### config.mk
export PLATFORM = sky130hd
export DESIGN_NAME = twolvl_dir_predictor
export DESIGN_NICKNAME = d
export VERILOG_FILES = /design/src/rtl/twolvl_bp_pkg.sv /design/src/rtl/twolvl_bp_index.sv /design/src/rtl/twolvl_bp_history.sv /design/src/rtl/twolvl_bp_ctr_table.sv /design/src/rtl/twolvl_dir_predictor.sv
export SDC_FILE = /design/constraint.sdc
export NUM_CORES = 1
export LEC_CHECK = 0
export ABC_AREA = 0
export BUFFER_PORTS_ARGS = -buffer_cell sky130_fd_sc_hd__buf_2
export CAP_MARGIN = 15
export CORE_MARGIN = 1.5
export CORE_UTILIZATION = 45
export CTS_BUF_LIST = sky130_fd_sc_hd__clkbuf_8 sky130_fd_sc_hd__clkbuf_16
export CTS_CLUSTER_SIZE = 14
export DETAILED_ROUTE_END_ITERATION = 10
export PLACE_DENSITY = 0.66
export SLEW_MARGIN = 25
export SYNTH_ARGS = -nofsm -noshare
export SYNTH_HDL_FRONTEND = slang
export SYNTH_SLANG_ARGS = --single-unit
### constraint.sdc
create_clock -name clk -period 4.3 [get_ports clk]
set_input_delay 0.645 -clock clk [delete_from_list [all_inputs] [get_ports clk]]
set_output_delay 0.645 -clock clk [all_outputs]
set_load 0.03 [all_outputs]
### src/rtl/twolvl_bp_pkg.sv
package twolvl_bp_pkg;

  localparam int CTR_W = 2;

  typedef enum logic [CTR_W-1:0] {
    CTR_STRONG_NT = 2'd0,
    CTR_WEAK_NT   = 2'd1,
    CTR_WEAK_T    = 2'd2,
    CTR_STRONG_T  = 2'd3
  } ctr_state_e;

  // Saturating step of a 2-bit direction counter.
  function automatic logic [CTR_W-1:0] ctr_step(input logic [CTR_W-1:0] cur,
                                                input logic taken);
    logic [CTR_W-1:0] nxt;
    if (taken) nxt = (cur == CTR_STRONG_T)  ? cur : cur + 2'd1;
    else       nxt = (cur == CTR_STRONG_NT) ? cur : cur - 2'd1;
    return nxt;
  endfunction

endpackage

### src/rtl/twolvl_bp_index.sv
module twolvl_bp_index #(
  parameter int ID_W   = 2,
  parameter int HIST_W = 2,
  localparam int IDX_W = ID_W + HIST_W
) (
  input  logic              shared_mode,
  input  logic [ID_W-1:0]   br_id,
  input  logic [HIST_W-1:0] hist,
  output logic [IDX_W-1:0]  idx
);

  // Shared mode maps every branch onto the slice that branch 0 owns.
  always_comb begin
    if (shared_mode) idx = {{ID_W{1'b0}}, hist};
    else             idx = {br_id, hist};
  end

endmodule

### src/rtl/twolvl_bp_history.sv
module twolvl_bp_history #(
  parameter int HIST_W = 2
) (
  input  logic              clk,
  input  logic              rst,
  input  logic              shift_en,
  input  logic              shift_bit,
  output logic [HIST_W-1:0] hist_q
);

  always_ff @(posedge clk) begin
    if (rst)           hist_q <= '0;
    else if (shift_en) hist_q <= {hist_q[HIST_W-2:0], shift_bit};
  end

  assert_hist_shift_R5: assert property (@(posedge clk) disable iff (rst)
    shift_en |=> (hist_q[0] == $past(shift_bit)) &&
                 (hist_q[HIST_W-1:1] == $past(hist_q[HIST_W-2:0])));

  assert_hist_hold_R8: assert property (@(posedge clk) disable iff (rst)
    !shift_en |=> $stable(hist_q));

endmodule

### src/rtl/twolvl_bp_ctr_table.sv
module twolvl_bp_ctr_table
  import twolvl_bp_pkg::*;
#(
  parameter int IDX_W      = 4,
  parameter int INIT_STATE = 0,
  localparam int DEPTH     = 1 << IDX_W
) (
  input  logic             clk,
  input  logic             rst,
  input  logic [IDX_W-1:0] rd_idx,
  output logic [CTR_W-1:0] rd_ctr,
  input  logic             wr_en,
  input  logic [IDX_W-1:0] wr_idx,
  input  logic             wr_taken
);

  localparam logic [CTR_W-1:0] INIT_CTR = CTR_W'(INIT_STATE);

  logic [DEPTH-1:0][CTR_W-1:0] ctr_q;
  logic [CTR_W-1:0]            wr_next;

  assign rd_ctr  = ctr_q[rd_idx];
  assign wr_next = ctr_step(ctr_q[wr_idx], wr_taken);

  always_ff @(posedge clk) begin
    if (rst) begin
      for (int e = 0; e < DEPTH; e++) ctr_q[e] <= INIT_CTR;
    end else if (wr_en) begin
      ctr_q[wr_idx] <= wr_next;
    end
  end

  assert_ctr_inc_R3: assert property (@(posedge clk) disable iff (rst)
    (wr_en && wr_taken) |=> (ctr_q[$past(wr_idx)] >= $past(ctr_q[wr_idx])) &&
                            (ctr_q[$past(wr_idx)] != CTR_STRONG_NT));

  assert_ctr_dec_R4: assert property (@(posedge clk) disable iff (rst)
    (wr_en && !wr_taken) |=> (ctr_q[$past(wr_idx)] <= $past(ctr_q[wr_idx])) &&
                             (ctr_q[$past(wr_idx)] != CTR_STRONG_T));

  assert_ctr_hold_R8: assert property (@(posedge clk) disable iff (rst)
    !wr_en |=> $stable(ctr_q));

endmodule

### src/rtl/twolvl_dir_predictor.sv
module twolvl_dir_predictor
  import twolvl_bp_pkg::*;
#(
  parameter int ID_W       = 2,
  parameter int HIST_W     = 2,
  parameter int INIT_STATE = 0,
  localparam int IDX_W     = ID_W + HIST_W
) (
  input  logic            clk,
  input  logic            rst,
  input  logic            shared_mode,
  input  logic [ID_W-1:0] lk_id,
  output logic            lk_taken,
  input  logic            upd_valid,
  input  logic [ID_W-1:0] upd_id,
  input  logic            upd_taken
);

  logic [HIST_W-1:0] hist;
  logic [IDX_W-1:0]  lk_idx;
  logic [IDX_W-1:0]  upd_idx;
  logic [CTR_W-1:0]  lk_ctr;

  twolvl_bp_history #(.HIST_W(HIST_W)) u_hist (
    .clk(clk), .rst(rst), .shift_en(upd_valid),
    .shift_bit(upd_taken), .hist_q(hist)
  );

  twolvl_bp_index #(.ID_W(ID_W), .HIST_W(HIST_W)) u_lk_index (
    .shared_mode(shared_mode), .br_id(lk_id), .hist(hist), .idx(lk_idx)
  );

  twolvl_bp_index #(.ID_W(ID_W), .HIST_W(HIST_W)) u_upd_index (
    .shared_mode(shared_mode), .br_id(upd_id), .hist(hist), .idx(upd_idx)
  );

  twolvl_bp_ctr_table #(.IDX_W(IDX_W), .INIT_STATE(INIT_STATE)) u_table (
    .clk(clk), .rst(rst),
    .rd_idx(lk_idx), .rd_ctr(lk_ctr),
    .wr_en(upd_valid), .wr_idx(upd_idx), .wr_taken(upd_taken)
  );

  assign lk_taken = lk_ctr[CTR_W-1];

  // Shared mode: the update slot never depends on the identifier.
  assert_shared_slot_R7: assert property (@(posedge clk) disable iff (rst)
    (shared_mode && upd_valid) |-> (upd_idx[IDX_W-1:HIST_W] == '0));

endmodule

==> flow_summary.toml <==
[worst_setup_path]
crit_start = "u_hist.hist_q[0]"
cp_max_fo = 14
start_kind = "register"
path_class = "register to output pin"
endpoint_kind = "output pin"
reg2reg_from = "u_hist.hist_q[0]"
required_ps = 3650
crit_arrival_ps = 2300

[clock_tree]
clk_pin_slew_ps = 60
cts_buffers = 5
post-cts-setup-buffers = 0
htree_levels = 2
clkSinkCount = 34
clock_latency_ps = 290
clockBufferDepth = 2
cts_hold_buf = 0
cts_tree = "done"
cts_root_buf = "clkbuf_8"
ctsResizeCount = 0

[synth]
syn_inst = 165
synth_compound_area_share_pct = 21.7
synth_top_family_by_area = "compound AO/OA/AOI/OAI gates"
synth_nets = 174
synth_xor_area_share_pct = 0
synthAdderAreaFrac_pct = 1.38
ys_seq_elements = 34
yosys.area_share.simple_pct = 18.1
synth_seq_area_share_pct = 41.7
yosysWarnings = 0
synth.avg_cell_area_um2 = 9.90
synth_area_um2 = 1630
muxShareOfSynthArea_pct = 13.0
synth_cell_types = 24

[grt]
groute.usage.overall_pct = 18.8
antenna_found_initial = 0
grt_pass1_wl_um = 5760
grt_pass1_vias = 1256
overflow = 0
grt_max_degree = 35

[cells_and_area]
fin_cells = 216
fin_area_um2 = 1750
nNetsFinal = 179
drive_gt1_share_pct = 22.9
fillCellCount = 316
seq_area_um2 = 681
final_common_cell = "nor2_1"
layout_common_cells = "nor2_1 (54), dfxtp_1 (34), a211oi_1 (22)"
diodes = 0
syn_to_final_growth_pct = 6.97
multiInputGateArea_um2 = 883

[timing]
worst_pin_slew_ps = 736
slew_headroom_pct = 50.9
skew_ps = 3.92
fmax_mhz = 339
min_period_over_period_pct = 68.5
hold_violations = 0
holdWs_ps = 501
finalSetupTns_ps = 0
setup_viol = 0
period_needed_ps = 2950
slew_violations = 0
rsz0062_at_grt = "false"

[die]
die_w_um = 63.2
initial_utilization_pct = 47.8
fp-row-count = 21
die-area_um2 = 4000
core_area_um2 = 3420
die_h_um = 63.2
io_pins = 10

[routing]
vias = 1213
drt-met1-wl_um = 1500
drc = 0
ant_nets = 0
via_per_inst = 5.62
wirelength_um = 3460
drt_iter0_markers = 111
route.met2.wl_um = 1750
wl_met3_um = 148
wl_per_cell_um = 16.0
firstDrtPassIters = 4
dr.max_layer_used = "met4"

[min_path]
hold_class = "register to register"
hold_start = "u_table.ctr_q[17]"

[place]
gp_congestion = 0.840
dpl.cell_count = 209
portBuffers = 9
hpwl_um = 2410
postPlaceCellArea_um2 = 1670

[flow_run]
cap_violations = 0

[pwr]
powerDensity_nw_per_um2 = 347
ir_drop_uv = 160
p_leak_nw = 0.560

[run_status]
status = "complete, no violations"
-- state kept, by name, summed over array words and instances, names as in the netlist --
register and count:
u_table.ctr_q 32, u_hist.hist_q 2
-- synth_stat cells --
library cell,count,area (um^2)
nand3_1,1,5.00
nor3b_1,2,15.0
mux2_2,1,11.3
a221oi_2,1,15.0
dfxtp_1,34,681
or2_1,1,6.26
nor2_1,54,203
o21ai_0,2,10.0
and3b_1,2,17.5
o21bai_1,1,7.51
a211oi_1,22,165
buf_6,2,22.5
buf_2,1,5.00
or3b_2,3,26.3
inv_1,1,3.75
maj3_2,2,22.5
clkbuf_1,6,22.5
mux2i_1,2,20.0
a22o_1,3,26.3
a211oi_2,10,125
a21oi_1,1,5.00
nand3b_1,3,22.5
mux4_2,8,180
buf_4,2,15.0
-- stage by stage --
step	power, mW	setup WS, ps	utilization, %
2_1_floorplan	0.386	1860	-
3_3_place_gp	0.396	1700	48.9
3_5_place_dp	0.398	1620	48.9
4_1_cts	0.610	1320	51.1
5_1_grt	0.630	1170	51.1
6_report	0.606	1350	51.1
-- final cells by class --
cell class / count / share of cell area (%)
multi-input cells: 119 / 50.6
flip-flops and latches: 34 / 39.0
clock buffers: 5 / 3.94
well taps: 46 / 3.30
repair buffers: 9 / 2.58
clock inverters: 2 / 0.430
inverters: 1 / 0.215
-- path summary, 6_finish.rpt --
| path | end | slack (ps) | depth (start not counted) |
|---|---|---|---|
| worst min register to register | u_table.ctr_q[17] | 500 | 2 |
| worst max-delay path | lk_taken | 1350 | 5 |
| worst min-delay path | u_table.ctr_q[17] | 500 | 2 |
| worst max register to register | u_table.ctr_q[4] | 1620 | 5 |
-- per-layer routing --
layer | GRT usage (%) | up-vias
met3 | 4.29 | 8
met2 | 32.4 | 27
met1 | 21.6 | 565
met4 | 9.78 | 0
li1 | - | 613
met5 | 0 | -
-- critical path, stage by stage, from the launching register on --
cell	delay [ps]
dfxtp_1	730
mux4_2	610
mux2_2	280
a21oi_1	130
o21ai_0	80
buf_2	180
-- kinds of logic (layout without fill, tap and decap cells) --
logic type	count (synthesis)	count (layout)
AND/OR/NAND/NOR	66	66
AO/OA/AOI/OAI	40	40
flip-flops	34	34
buffers and inverters	12	17
multiplexers	11	11
adder cells (fa/ha/maj)	2	2
-- where the power goes --
group | internal [mW] | switching (mW)
combinational | 0.0243 | 0.0393
clock | 0.107 | 0.108
sequential | 0.321 | 0.00704
Note: power is estimated with default switching activity, not from simulation.
